`src/rtl/rtc_pkg.sv`:
```
package rtc_pkg;

  localparam logic [5:0] CTRL_ADDR  = 6'h07;
  localparam logic [5:0] YEAR_ADDR  = 6'h06;
  localparam logic [5:0] BURST_ADDR = 6'h1F;
  localparam logic [5:0] RAM_BASE   = 6'h20;
  localparam int         BURST_LEN  = 8;

  typedef enum logic [1:0] {PH_CMD, PH_WR, PH_RD, PH_END} link_phase_e;

  typedef struct packed {
    logic [7:0] year;
    logic [7:0] dow;
    logic [7:0] mon;
    logic [7:0] date;
    logic [7:0] hour;
    logic [7:0] min;
    logic [7:0] sec;
  } rtc_time_t;

  localparam rtc_time_t TIME_AT_RESET = '{year: 8'h00, dow: 8'h01, mon: 8'h01,
                                          date: 8'h01, hour: 8'h00, min: 8'h00,
                                          sec: 8'h00};

  // BCD increment of a two-digit value
  function automatic logic [7:0] bcd_step(input logic [7:0] v);
    if (v[3:0] >= 4'd9) return {v[7:4] + 4'd1, 4'd0};
    return v + 8'd1;
  endfunction

  // {carry, next}: wraps to 'first' once 'last' is reached or passed
  function automatic logic [8:0] wrap_step(input logic [7:0] v, input logic [7:0] last,
                                           input logic [7:0] first);
    if (v >= last) return {1'b1, first};
    return {1'b0, bcd_step(v)};
  endfunction

  // leap test on a BCD year: divisible by 4
  function automatic logic leap_bcd(input logic [7:0] y);
    if (y[4]) return (y[3:0] == 4'd2) || (y[3:0] == 4'd6);
    return (y[3:0] == 4'd0) || (y[3:0] == 4'd4) || (y[3:0] == 4'd8);
  endfunction

  function automatic logic [7:0] month_last(input logic [7:0] m, input logic [7:0] y);
    case (m)
      8'h02:                      return leap_bcd(y) ? 8'h29 : 8'h28;
      8'h04, 8'h06, 8'h09, 8'h11: return 8'h30;
      default:                    return 8'h31;
    endcase
  endfunction

  function automatic rtc_time_t rtc_advance(input rtc_time_t t);
    rtc_time_t  n;
    logic [8:0] r;
    logic [8:0] d;
    n = t;
    r = wrap_step({1'b0, t.sec[6:0]}, 8'h59, 8'h00);
    n.sec = {t.sec[7], r[6:0]};
    if (r[8]) begin
      r = wrap_step(t.min, 8'h59, 8'h00);
      n.min = r[7:0];
      if (r[8]) begin
        r = wrap_step(t.hour, 8'h23, 8'h00);
        n.hour = r[7:0];
        if (r[8]) begin
          d = wrap_step(t.dow, 8'h07, 8'h01);
          n.dow = d[7:0];
          r = wrap_step(t.date, month_last(t.mon, t.year), 8'h01);
          n.date = r[7:0];
          if (r[8]) begin
            r = wrap_step(t.mon, 8'h12, 8'h01);
            n.mon = r[7:0];
            if (r[8]) begin
              r = wrap_step(t.year, 8'h99, 8'h00);
              n.year = r[7:0];
            end
          end
        end
      end
    end
    return n;
  endfunction

endpackage

```
`src/rtl/rtc_link.sv`:
```
module rtc_link
  import rtc_pkg::*;
#(
  parameter int SYNC_STAGES = 2
) (
  input  logic       clk,
  input  logic       rst_n,
  input  logic       ce,
  input  logic       sclk,
  input  logic       sio_in,
  output logic       sio_out,
  output logic       sio_oe,
  output logic       wr_stb,
  output logic [5:0] wr_addr,
  output logic [7:0] wr_data,
  output logic [5:0] rd_addr,
  input  logic [7:0] rd_data
);
  localparam int CNT_W = $clog2(BURST_LEN + 1);

  logic [SYNC_STAGES-1:0] ce_sh, sclk_sh, io_sh;
  logic s_ce, s_sclk, s_io, sclk_d;

  always_ff @(posedge clk) begin
    if (!rst_n) begin
      ce_sh   <= '0;
      sclk_sh <= '0;
      io_sh   <= '0;
    end else begin
      ce_sh   <= {ce_sh[SYNC_STAGES-2:0], ce};
      sclk_sh <= {sclk_sh[SYNC_STAGES-2:0], sclk};
      io_sh   <= {io_sh[SYNC_STAGES-2:0], sio_in};
    end
  end
  assign s_ce   = ce_sh[SYNC_STAGES-1];
  assign s_sclk = sclk_sh[SYNC_STAGES-1];
  assign s_io   = io_sh[SYNC_STAGES-1];

  // named link events
  logic rise_w, fall_w, byte_done;
  assign rise_w = s_ce && s_sclk && !sclk_d;
  assign fall_w = s_ce && !s_sclk && sclk_d;

  link_phase_e      ph_q;
  logic [7:0]       sh_q, tx_q;
  logic [2:0]       bit_q, rbit_q;
  logic             burst_q, out_q, oe_q;
  logic [5:0]       ptr_q;
  logic [CNT_W-1:0] cnt_q, rlimit;
  logic [7:0]       byte_w;

  assign byte_w    = {s_io, sh_q[7:1]};
  assign byte_done = rise_w && (bit_q == 3'd7);
  assign rlimit    = burst_q ? CNT_W'(BURST_LEN) : CNT_W'(1);

  assign wr_stb  = byte_done && (ph_q == PH_WR);
  assign wr_addr = ptr_q;
  assign wr_data = byte_w;
  assign rd_addr = ptr_q;
  assign sio_out = out_q;
  assign sio_oe  = oe_q;

  always_ff @(posedge clk) begin
    if (!rst_n) begin
      sclk_d  <= 1'b0;
      ph_q    <= PH_CMD;
      sh_q    <= '0;
      tx_q    <= '0;
      bit_q   <= '0;
      rbit_q  <= '0;
      burst_q <= 1'b0;
      out_q   <= 1'b0;
      oe_q    <= 1'b0;
      ptr_q   <= '0;
      cnt_q   <= '0;
    end else begin
      sclk_d <= s_sclk;
      if (!s_ce) begin
        ph_q    <= PH_CMD;
        bit_q   <= '0;
        rbit_q  <= '0;
        cnt_q   <= '0;
        burst_q <= 1'b0;
        oe_q    <= 1'b0;
        out_q   <= 1'b0;
        ptr_q   <= '0;
      end else begin
        if (rise_w && (ph_q == PH_CMD || ph_q == PH_WR)) begin
          sh_q  <= byte_w;
          bit_q <= bit_q + 3'd1;
        end
        if (byte_done && ph_q == PH_CMD) begin
          if (!byte_w[7]) begin
            ph_q <= PH_END;                       // malformed command
          end else begin
            ph_q    <= byte_w[0] ? PH_RD : PH_WR;
            burst_q <= (byte_w[6:1] == BURST_ADDR);
            ptr_q   <= (byte_w[6:1] == BURST_ADDR) ? 6'd0 : byte_w[6:1];
          end
        end
        if (wr_stb) begin
          ptr_q <= ptr_q + 6'd1;
          cnt_q <= cnt_q + CNT_W'(1);
          if (!burst_q || cnt_q == CNT_W'(BURST_LEN - 1)) ph_q <= PH_END;
        end
        if (fall_w && ph_q == PH_RD) begin
          if (rbit_q == 3'd0) begin
            if (cnt_q < rlimit) begin
              out_q  <= rd_data[0];
              tx_q   <= {1'b0, rd_data[7:1]};
              oe_q   <= 1'b1;
              rbit_q <= 3'd1;
            end else begin
              oe_q <= 1'b0;
              ph_q <= PH_END;
            end
          end else begin
            out_q  <= tx_q[0];
            tx_q   <= {1'b0, tx_q[7:1]};
            rbit_q <= rbit_q + 3'd1;
            if (rbit_q == 3'd7) begin
              cnt_q <= cnt_q + CNT_W'(1);
              ptr_q <= ptr_q + 6'd1;
            end
          end
        end
      end
    end
  end

  // chip enable low forces the line released on the next edge
  a_r9_release_on_ce: assert property (@(posedge clk) disable iff (!rst_n)
    !s_ce |=> !oe_q);
  // drive only begins at a falling serial clock
  a_r2_drive_starts_on_fall: assert property (@(posedge clk) disable iff (!rst_n)
    $rose(oe_q) |-> $past(fall_w));
  // no drive while the command byte is still arriving
  a_r2_quiet_in_command: assert property (@(posedge clk) disable iff (!rst_n)
    (ph_q == PH_CMD) |-> !oe_q);
  // multi-byte transfers stay within addresses 0x00..0x07
  a_r4_burst_window: assert property (@(posedge clk) disable iff (!rst_n)
    (wr_stb && burst_q) |-> (wr_addr < 6'(BURST_LEN)));

endmodule

```
`src/rtl/rtc_regs.sv`:
```
module rtc_regs
  import rtc_pkg::*;
#(
  parameter int RAM_BYTES = 31
) (
  input  logic       clk,
  input  logic       rst_n,
  input  logic       tick_1s,
  input  logic       wr_stb,
  input  logic [5:0] wr_addr,
  input  logic [7:0] wr_data,
  input  logic [5:0] rd_addr,
  output logic [7:0] rd_data
);
  localparam int RIW = (RAM_BYTES > 1) ? $clog2(RAM_BYTES) : 1;
  localparam logic [6:0] RAM_END = 7'(RAM_BASE) + 7'(RAM_BYTES);

  rtc_time_t t_q, t_nx;
  logic      wp_q, pend_q;

  // named internal events
  logic wr_ok, time_wr, halted, tick_go, adv;
  assign wr_ok   = wr_stb && (wr_addr == CTRL_ADDR || !wp_q);
  assign time_wr = wr_ok && (wr_addr <= YEAR_ADDR);
  assign halted  = t_q.sec[7];
  assign tick_go = (tick_1s || pend_q) && !halted;
  assign adv     = tick_go && !time_wr;

  always_comb begin
    t_nx = adv ? rtc_advance(t_q) : t_q;
    if (time_wr) begin
      case (wr_addr)
        6'h00:   t_nx.sec  = wr_data;
        6'h01:   t_nx.min  = {1'b0, wr_data[6:0]};
        6'h02:   t_nx.hour = {2'b0, wr_data[5:0]};
        6'h03:   t_nx.date = {2'b0, wr_data[5:0]};
        6'h04:   t_nx.mon  = {3'b0, wr_data[4:0]};
        6'h05:   t_nx.dow  = {5'b0, wr_data[2:0]};
        default: t_nx.year = wr_data;
      endcase
    end
  end

  always_ff @(posedge clk) begin
    if (!rst_n) begin
      t_q    <= TIME_AT_RESET;
      wp_q   <= 1'b1;
      pend_q <= 1'b0;
    end else begin
      t_q    <= t_nx;
      pend_q <= tick_go && time_wr;
      if (wr_ok && wr_addr == CTRL_ADDR) wp_q <= wr_data[7];
    end
  end

  logic [7:0] ram_rd [RAM_BYTES];
  for (genvar gi = 0; gi < RAM_BYTES; gi++) begin : g_cell
    logic [7:0] cell_q;
    always_ff @(posedge clk) begin
      if (!rst_n) cell_q <= '0;
      else if (wr_ok && wr_addr == RAM_BASE + 6'(gi)) cell_q <= wr_data;
    end
    assign ram_rd[gi] = cell_q;
  end

  logic           in_ram;
  logic [RIW-1:0] ridx;
  logic [5:0]     roff;
  assign in_ram = (rd_addr >= RAM_BASE) && ({1'b0, rd_addr} < RAM_END);
  assign roff   = rd_addr - RAM_BASE;
  assign ridx   = roff[RIW-1:0];

  always_comb begin
    case (rd_addr)
      6'h00:   rd_data = t_q.sec;
      6'h01:   rd_data = t_q.min;
      6'h02:   rd_data = t_q.hour;
      6'h03:   rd_data = t_q.date;
      6'h04:   rd_data = t_q.mon;
      6'h05:   rd_data = t_q.dow;
      6'h06:   rd_data = t_q.year;
      6'h07:   rd_data = {wp_q, 7'b0};
      default: rd_data = in_ram ? ram_rd[ridx] : 8'h00;
    endcase
  end

  // a halted clock keeps every time field
  a_r6_halt_freezes: assert property (@(posedge clk) disable iff (!rst_n)
    (halted && !time_wr) |=> (t_q == $past(t_q)));
  // protected RAM write leaves the first cell untouched
  a_r5_wp_blocks_ram: assert property (@(posedge clk) disable iff (!rst_n)
    (wr_stb && wp_q && wr_addr == RAM_BASE) |=> (ram_rd[0] == $past(ram_rd[0])));
  // seconds wrap from 59 to 00
  a_r7_sec_wrap: assert property (@(posedge clk) disable iff (!rst_n)
    (adv && t_q.sec[6:0] == 7'h59) |=> (t_q.sec[6:0] == 7'h00));
  // a coincident tick is carried into the following cycle
  a_r10_tick_deferred: assert property (@(posedge clk) disable iff (!rst_n)
    (tick_go && time_wr && wr_addr == 6'h00 && !wr_data[7] && wr_data[3:0] < 4'd9)
      |=> ##1 (t_q.sec == bcd_step($past(wr_data, 2))));

endmodule

```
`src/rtl/rtc_slave.sv`:
```
module rtc_slave #(
  parameter int RAM_BYTES   = 31,
  parameter int SYNC_STAGES = 2
) (
  input  logic clk,
  input  logic rst_n,
  input  logic tick_1s,
  input  logic ce,
  input  logic sclk,
  input  logic sio_in,
  output logic sio_out,
  output logic sio_oe
);
  logic       wr_stb;
  logic [5:0] wr_addr, rd_addr;
  logic [7:0] wr_data, rd_data;

  rtc_link #(.SYNC_STAGES(SYNC_STAGES)) u_link (
    .clk(clk), .rst_n(rst_n), .ce(ce), .sclk(sclk), .sio_in(sio_in),
    .sio_out(sio_out), .sio_oe(sio_oe), .wr_stb(wr_stb), .wr_addr(wr_addr),
    .wr_data(wr_data), .rd_addr(rd_addr), .rd_data(rd_data)
  );

  rtc_regs #(.RAM_BYTES(RAM_BYTES)) u_regs (
    .clk(clk), .rst_n(rst_n), .tick_1s(tick_1s), .wr_stb(wr_stb),
    .wr_addr(wr_addr), .wr_data(wr_data), .rd_addr(rd_addr), .rd_data(rd_data)
  );

endmodule

```
`config.mk`:
```
export PLATFORM = sky130hd
export DESIGN_NAME = rtc_slave
export DESIGN_NICKNAME = d
export VERILOG_FILES = /design/src/rtl/rtc_pkg.sv /design/src/rtl/rtc_link.sv /design/src/rtl/rtc_regs.sv /design/src/rtl/rtc_slave.sv
export SDC_FILE = /design/constraint.sdc
export NUM_CORES = 1
export LEC_CHECK = 0
export ABC_AREA = 1
export ABC_CLOCK_PERIOD_IN_PS = 4500
export BUFFER_PORTS_ARGS = -buffer_cell sky130_fd_sc_hd__buf_2
export CAP_MARGIN = 20
export CORE_ASPECT_RATIO = 1.75
export CORE_MARGIN = 5
export CORE_UTILIZATION = 55
export CTS_CLUSTER_SIZE = 8
export DETAILED_ROUTE_END_ITERATION = 10
export PLACE_DENSITY = 0.75
export SYNTH_ARGS = -nofsm -noshare
export SYNTH_HDL_FRONTEND = slang
export SYNTH_SLANG_ARGS = --single-unit
export TNS_END_PERCENT = 50
```
`constraint.sdc`:
```
create_clock -name clk -period 4.5 [get_ports clk]
set_input_delay 0.675 -clock clk [delete_from_list [all_inputs] [get_ports clk]]
set_output_delay 0.675 -clock clk [all_outputs]
set_load 0.02 [all_outputs]
```
[Yosys cells after proc, flatten, opt, wreduce, memory -nomap -nowiden]
Cells that the tools add are included.
Word-level totals
  bits in registers: 350
  output and inout port bits: 2
  logic and storage cells: 377
Cells by class
  $add $sub $neg: 19
  $lt $le $gt $ge: 19
  equal/unequal tests: 54
  muxes and demuxes: 158
  bitwise operators: 1
  reduce and logical (&&, ||, !) cells: 72
Operator list (number)
  2-to-1 mux 8 bit: 36
  == test 6 bit (second input constant): 31
  2-to-1 mux 9 bit: 20
  2-to-1 mux 56 bit: 2
  2-to-1 mux 1 bit: 72
  case mux 8 bit (8 select lines): 1
  adder 8 x 1 -> 8 bit (second input constant): 6
  2-to-1 mux 48 bit: 1
  logical AND 1 bit: 47
  2-to-1 mux 6 bit: 7
  binary-select mux 8 bit (select 5 bit): 1
  2-to-1 mux 40 bit: 1
  2-to-1 mux 32 bit: 1
  adder 4 x 1 -> 4 bit (second input constant): 7
  >= comparator 4 bit (second input constant): 7
  == test 6 x 3 -> 1 bit (second input constant): 4
  2-to-1 mux 4 bit: 5
  == test 8 x 3 -> 1 bit (second input constant): 2
  2-to-1 mux 2 bit: 8
  case mux 8 bit (2 select lines): 1
  == test 4 x 3 -> 1 bit (second input constant): 3
  == test 6 x 2 -> 1 bit (second input constant): 2
  >= comparator 6 bit (second input constant): 2
  AND reduction 2 bit: 5
  37 further kinds: 51

[Depth between registers and ports, before layout]
Gate-level depths: netlist (run 1).
  depth after elaboration: 83
  mapped depth: 22

[Hierarchy]
From an unflattened synthesis (run 1), not the netlist that was laid out.
Unflattened totals
  cells, all modules: 2361
  area, all modules: 17305.3 um^2
Modules (own cells, without submodules)
  rtc_regs: instances 1, cells an instance 2054, area each 15183.3 um^2
  rtc_link: instances 1, cells an instance 307, area each 2122.0 um^2

[Least setup slack after synthesis (run 1)]
No wires, ideal clock.
  path kind: register to register
  start point: register u_regs.t_q[32] in the netlist's numbering
  end point: register u_regs.t_q[33] in the netlist's numbering
  setup time: 0.113 ns
  arrival time: 2.420 ns
  data required time: 4.387 ns
  setup slack: 1.967 ns
  cell stages (with the launch flop): 22
  buffers on the path: 1
  clock period less this slack: 2.533 ns
  path through: dfxtp_1 inv_1 ha_1 o21ai_0 o21ai_0 a32oi_1 nor2_1 a31oi_1 ha_1 nand2_1 nand2_1 nand2_1 and2_1 nor2_1 nand2_1 nand2_4 inv_2 buf_4 nand3_1 nand2_1 o21ai_1 inv_1
On the way
  word-level cells in the longest chain between the ends: 22
  elaborated cells between the ends (all ways): 46
Ends and longest elaborated chain
  start: declaration: RTL line rtc_regs.sv:18  | rtc_time_t t_q, t_nx;
  start signal: assignment: RTL line rtc_regs.sv:50  | t_q <= t_nx;
  == test 8 x 3 -> 1 bit (tied with other cells): RTL line rtc_pkg.sv:45  | case (m)
  OR reduction 4 bit: RTL line rtc_pkg.sv:45
  case mux 8 bit (2 select lines): RTL line rtc_pkg.sv:45
  2-to-1 mux 8 bit: RTL line rtc_pkg.sv:65  | if (r[8]) begin
  2-to-1 mux 8 bit: RTL line rtc_pkg.sv:62  | if (r[8]) begin
  2-to-1 mux 8 bit: RTL line rtc_pkg.sv:59  | if (r[8]) begin
  >= comparator 8 bit: RTL line rtc_pkg.sv:34  | if (v >= last) return {1'b1, first};
  2-to-1 mux 1 bit: RTL line rtc_pkg.sv:34
  (+6 left out)
  2-to-1 mux 9 bit: RTL line rtc_pkg.sv:59
  2-to-1 mux 8 bit (*): RTL line rtc_pkg.sv:70  | if (r[8]) begin
  2-to-1 mux 32 bit (*): RTL line rtc_pkg.sv:65
  2-to-1 mux 40 bit (*): RTL line rtc_pkg.sv:62
  2-to-1 mux 48 bit (*): RTL line rtc_pkg.sv:59
  2-to-1 mux 56 bit (*): RTL line rtc_regs.sv:30  | t_nx = adv ? rtc_advance(t_q) : t_q;
  2-to-1 mux 8 bit: RTL line rtc_regs.sv:32  | case (wr_addr)
  2-to-1 mux 56 bit (*): RTL line rtc_regs.sv:31  | if (time_wr) begin
Mark *: on every way between the ends. The rest lies on a longest branch, timed or not. The select of a mux whose other input is x is not followed.
A chain may end at the register's enable or synchronous reset.

[Worst setup path in the final report (run 1)]
  start point: register u_link.ptr_q[1], in the netlist u_link.rd_addr[1]
  end point: register u_regs.t_q[33] in the netlist's numbering
On the way
  word-level cells in the longest chain between the ends: 9
  elaborated cells between the ends (all ways): 11
Ends and longest elaborated chain
  start: declaration: RTL line rtc_link.sv:48  | logic [5:0] ptr_q;
  start signal: assignment: RTL line rtc_link.sv:98  | ptr_q <= (byte_w[6:1] == BURST_ADDR) ? 6'd0 : byte_w[6:1];
  start signal: assignment: RTL line rtc_link.sv:102  | ptr_q <= ptr_q + 6'd1;
  start signal: assignment: RTL line rtc_link.sv:123  | ptr_q <= ptr_q + 6'd1;
  parallel branches: the longest is 8 deep, another holds <= comparator 6 x 3 -> 1 bit
  2-to-1 mux 56 bit (*): RTL line rtc_regs.sv:31
Mark *: on every way between the ends.

==> results of run 1 <==
-- path summary, 6_finish.rpt --
check	startpoint	to	slack (ns)	cells past startpoint
max	u_link.rd_addr[1]	u_regs.t_q[33]	1.24	10
min	sclk	u_link.sclk_sh[0]	0.30	3
max reg2reg	u_link.rd_addr[1]	u_regs.t_q[33]	1.24	10
min reg2reg	u_link.io_sh[0]	u_link.io_sh[1]	0.41	2
-- worst register-to-register path: cells and delay by family, from the launching register on --
family          cells  cell delay [ns]
compound gates      1             0.19
fa+ha+maj           1             0.33
buf+inv             4             0.81
flops               1             0.32
simple gates        4             1.51
-- power by group through the flow --
stage               clock network, mW  registers (mW)  logic (mW)
floorplan                           0            3.16       0.104
CTS                              3.34            3.10       0.142
finish                           3.31            3.10       0.144
global placement                    0            3.16       0.137
global route                     3.48            3.09       0.161
detailed placement                  0            3.16       0.141
-- cell families (layout without fill, tap and decap cells) --
logic type,after synthesis,count (layout),share of synthesized area
AOI/OAI and AO/OA,942,942,0.277
xor gates and xnor gates,15,15,0.00742
adders and majority gates,53,53,0.0375
buffers and inverters,553,474,0.123
DFF,348,348,0.393
muxes,1,1,0.000565
and+or+nand+nor,642,642,0.161
-- cell type report --
| type | count | area (µm²) |
|---|---|---|
| Fill cell | 2991 | 13000 |
| Multi-Input combinational cell | 1653 | 8550 |
| Sequential cell | 348 | 6970 |
| Inverter | 393 | 1480 |
| Clock buffer | 52 | 1280 |
| Tap cell | 400 | 500 |
| Timing Repair Buffer | 27 | 204 |
| Clock inverter | 2 | 38.8 |
-- routing by layer --
layer  GRT usage  vias to the layer above  part of all wire
met3      0.0374                      234             0.052
met2       0.505                      632              0.50
li1            -                     8239                 -
met4       0.211                        0             0.083
met5           0                        -                 0
met1       0.300                     7614              0.36
-- registers in the layout, summed over array words and instances (netlist names) --
signal                count
u_link.bit_q              3
u_link.burst_q            1
u_link.ce_sh              2
u_link.cnt_q              4
u_link.io_sh              2
u_link.ph_q               2
u_link.rbit_q             3
u_link.rd_addr            6
u_link.sclk_d             1
u_link.sclk_sh            2
u_link.sh_q               7
u_link.sio_oe             1
u_link.sio_out            1
u_link.tx_q               7
u_regs.g_cell.cell_q    248
u_regs.halted             1
u_regs.pend_q             1
u_regs.t_q               55
u_regs.wp_q               1
-- placed cells by master (no fill, tap or decap), types with 2 or more instances in the layout --
cell type and n:
nor4_1 3, o21ai_1 31, nand3_1 102, buf_4 19, dfxtp_1 346, o21ai_0 385, clkinv_1 2, a211oi_1 2
o211ai_1 38, nand3_4 3, a31oi_1 13, nor3_1 20, nand2_2 19, xor2_1 14, inv_1 376, nor3_2 2
ha_1 53, nand2_4 2, a22oi_1 3, a41oi_1 2, clkbuf_16 51, a21oi_1 435, o22ai_1 24, nand3b_1 3
inv_2 14, buf_2 6, o31ai_1 2, nand4_1 16, a221oi_1 3, nor2_4 6, nor2_2 8, nand2_1 323
nor2_1 130
-- stage by stage --
stage / util / cell area, µm² / cells
after floorplan: - / 17700 / 2554
after global placement: 0.553 / 17700 / 2821
after detailed placement: 0.553 / 17700 / 2821
after CTS: 0.594 / 19000 / 2875
after global routing: 0.594 / 19000 / 2875
final: 0.594 / 19000 / 2875
==> results_dict.tcl, run 1 <==
set metrics [dict create \
    first_pass_iters 8 \
    setup_violations 0 \
    arrival_ns 3.71 \
    coreArea_um2 32000 \
    drtIter0Drc 1379 \
    max_slew_margin 0.303 \
    avgSynthCellArea_um2 6.93 \
    die_w_um 146 \
    hold_violations 0 \
    power.leakage_nw 7.24 \
    cts_hold_buffers 0 \
    rsz0062_at_grt "false" \
    fin_skew_ns 0.0129 \
    viasPerCell 5.82 \
    worstMarginPinSlew_ns 1.04 \
    period_needed_ns 3.26 \
    grt_pass1_vias 15900 \
    hp-class "in -> reg" \
    combPwrFrac 0.022 \
    yosysTopAreaCellShare 0.393 \
    finalNetCount 2531 \
    ys_dominant_reg_cell "dfxtp_1" \
    max_stage_delay_ns 0.66 \
    worst_hold_slack_ns 0.300 \
    switchingPower_mw 1.40 \
    syn-cell-area_um2 17700 \
    period_share 0.724 \
    maxCapViolCount 0 \
    wl_um 52300 \
    h-tree-depth 2 \
    numPortBuffers 7 \
    diodes 0 \
    areaGrowthSynthToFinish_pct 7.46 \
    required_ns 4.95 \
    critPathKind "reg -> reg" \
    cts.path.max_buffers 3 \
    irDropWorstVdd_mv 0.305 \
    post-place-ws_ns 1.34 \
    cts_sinks 348 \
    routabilityCongestion 0.935 \
    ys_warn_count 0 \
    cp_slowest_cell "nor2_1" \
    run_status "completed" \
    antenna_found_initial 0 \
    syn_nets 2613 \
    cp_top_family "simple AND/OR/NAND/NOR gates" \
    clk_latency_ns 0.56 \
    wire_per_inst_um 18.2 \
    cts_root_buf "clkbuf_16" \
    p_per_area_nw_per_um2 345 \
    grt_remaining_overflow 0 \
    ys_ff_latch 348 \
    cts_buffers 49 \
    yosys.area.top_type "dfxtp_1" \
    die_area_um2 36000 \
    ys_top_cells_by_count "a21oi_1, o21ai_0, inv_1" \
    grt_pass1_wl_um 83000 \
    io_pins 8 \
    max_freq_mhz 307 \
    ys_top_cells_by_area "dfxtp_1, a21oi_1, o21ai_0" \
    fp.dieH_um 247 \
    p_sw_frac 0.213 \
    dpl.hpwl_um 34700 \
    track_usage 0.282 \
    async_flop_share 0 \
    drtAntennaViolNets 0 \
    cp_cell_sequence "buf_4 > inv_2 > ha_1 > inv_1 > nor2_1 > nand2_2 > nor2_1 > nor2_1 > o21ai_1 > inv_1" \
    grt_max_degree 180 \
    p_total_mw 6.56 \
    slew_viol_final 0 \
    path_buf_inv 4 \
    crit_path_frequent_cell "nor2_1" \
    cts_tree "built" \
    setup_tns_ns 0 \
    cp-start-kind "flop" \
    cts-resized-gates 0 \
    pwr-share-seq 0.472 \
    synth_edf_count 0 \
    post-cts-setup-buffers 0 \
    row_count 87 \
    synthCells 2554 \
    cp-end-kind "flop" \
    p_int_mw 5.16 \
    path_max_fanout 26 \
    via_count 16700 \
    synth.most_common_cell "a21oi_1" \
    setup_ws_ns 1.24 \
    route.detailed.drc 0 \
    start_util 0.553 \
    drive_gt1_frac 0.0566 \
    synthDistinctLibCells 47 \
    clk_pin_slew_worst_paths_ns 0.05 \
    clkPwrFrac 0.506 \
    seq_area_frac_synth 0.393 \
]
No activity file was read; power rests on OpenSTA's default activity.
==> run 2, diff against run 1 <==
ABC_CLOCK_PERIOD_IN_PS = 3100   (was 4500)
clock period = 3.1 ns   (was 4.5 ns; I/O delays follow)
==> results_dict.tcl, run 2 (synthesized netlist as in run 1, its figures left out) <==
set metrics [dict create \
    run_status "completed" \
    max_stage_delay_ns 0.37 \
    dpl.hpwl_um 34800 \
    critPathKind "reg -> reg" \
    die_w_um 146 \
    via_count 16800 \
    fillerInstances 3054 \
    numPortBuffers 7 \
    irDropWorstVdd_mv 0.436 \
    layout_common_cells "a21oi_1, o21ai_0, inv_1, dfxtp_1, nand2_1" \
    grt_max_degree 94 \
    grt_pass1_vias 15900 \
    start_util 0.553 \
    grt_remaining_overflow 0 \
    wire_per_inst_um 17.8 \
    period_share 0.915 \
    antenna_found_initial 0 \
    top_regs "u_regs.g_cell.cell_q x248, u_regs.t_q x55" \
    max_slew_margin 0.251 \
    route.detailed.drc 0 \
    final_common_cell "a21oi_1" \
    largest_register_ffs 248 \
    crit_path_frequent_cell "nor2_1" \
    rsz0062_at_grt "false" \
    cts_buffers 49 \
    final-seq-area_um2 6970 \
    crit_start "u_regs.t_q[32]" \
    wl_met1_um 18900 \
    viasPerCell 5.82 \
    maxCapViolCount 0 \
    coreArea_um2 32000 \
    reg2reg_slack_ns 0.26 \
    die_area_um2 36000 \
    timing.rr.start "u_regs.t_q[32]" \
    power.leakage_nw 7.30 \
    arrival_ns 3.28 \
    fin_cells 2892 \
    cp_slowest_cell "dfxtp_2" \
    path_max_fanout 7 \
    diodes 0 \
    cts_root_buf "clkbuf_16" \
    period_needed_ns 2.84 \
    clk_latency_ns 0.55 \
    cp_top_family "compound AO/OA/AOI/OAI gates" \
    slew_viol_final 0 \
    h-tree-depth 2 \
    cp-start-kind "flop" \
    worstMarginPinSlew_ns 1.12 \
    dp_cells 2836 \
    wl_met2_um 26300 \
    areaGrowthSynthToFinish_pct 7.94 \
    regToRegEndpoint "u_regs.t_q[54]" \
    cts.path.max_buffers 3 \
    largest_register "u_regs.g_cell.cell_q" \
    row_count 87 \
    drtIter0Drc 1323 \
    post-place-ws_ns 0.155 \
    cp_cell_sequence "inv_1 > ha_1 > o21ai_0 > o21ai_0 > a32oi_1 > nor2_1 > a31oi_1 > ha_1 > nand2_1 > nand2_1 > nand2_1 > and2_1 > nor2_1 > nand2_2 > o211ai_1 > nor2_1 > nor2_1 > nor2_1" \
    first_pass_iters 5 \
    fin_skew_ns 0.00920 \
    clk_pin_slew_worst_paths_ns 0.05 \
    setup_violations 0 \
    cts_sinks 348 \
    cts_tree "built" \
    finalNetCount 2549 \
    required_ns 3.55 \
    multi_input_comb_area_um2 8550 \
    cp-end-kind "flop" \
    io_pins 8 \
    met3_length_um 2450 \
    hold_violations 0 \
    rr_worst_depth 18 \
    min_from "ce" \
    holdPathStages 3 \
    setup_ws_ns 0.263 \
    p_per_area_nw_per_um2 493 \
    path_buf_inv 1 \
    hp-class "in -> reg" \
    track_usage 0.277 \
    routabilityCongestion 0.950 \
    drive_gt1_frac 0.0642 \
    p_total_mw 9.43 \
    fp.dieH_um 247 \
    setup_tns_ns 0 \
    wl_um 51600 \
    holdPathEnd "u_link.ce_sh[0]" \
    grt_pass1_wl_um 82000 \
    drtAntennaViolNets 0 \
    max_freq_mhz 353 \
    highest_layer "met4" \
]
[run 2: how the worst max path moves through the flow]
| stage | endpoint | slack (ns) | depth (start not counted) |
|---|---|---|---|
| floorplan | u_regs.t_q[33] | 0.57 | 21 |
| global placement | u_regs.t_q[54] | 0.22 | 19 |
| detailed placement | u_regs.t_q[33] | 0.15 | 20 |
| CTS | u_regs.t_q[33] | 0.13 | 20 |
| global route | u_regs.t_q[54] | 0.002 | 19 |
| finish | u_regs.t_q[54] | 0.26 | 18 |
[run 2: layout make-up]
class / count / area share
repair buffers: 45 / 0.0171
inverters: 393 / 0.0773
well taps: 400 / 0.0262
flip-flops and latches: 348 / 0.365
clock inverters: 3 / 0.00249
multi-input cells: 1653 / 0.448
clock buffers: 50 / 0.0644
[run 2: metrics by stage]
step	instance area [µm²]	utilization	hold WS, ns
2_1_floorplan	17700	-	0.390
3_3_place_gp	17800	0.556	0.395
3_5_place_dp	17800	0.556	0.402
4_1_cts	19100	0.596	0.0846
5_1_grt	19100	0.597	0.104
6_report	19100	0.597	0.0919
[run 2: repair_timing]
action	4_1_cts	5_1_grt
resized for setup	0	3
setup buffers	0	3
hold endpoints to repair	0	0
hold buffers	0	0
setup endpoints to repair	0	22
[run 2: metal layers]
metal,GRT usage,vias to the layer above
met5,0,-
met4,0.190,0
met3,0.0334,205
met2,0.508,569
met1,0.294,7791
li1,-,8273
[run 2: power breakdown]
group | internal (mW) | total [mW] | switching [mW]
logic | 0.0556 | 0.209 | 0.154
clock network | 2.85 | 4.72 | 1.88
registers | 4.49 | 4.49 | 0.00668
total | 7.39 | 9.43 | 2.04
[run 2: tightest hold or removal path, delay by kind of cell]
kind                   cells  cell delay, ns
AND/OR/NAND/NOR            1            0.04
buffers and inverters      2            0.11
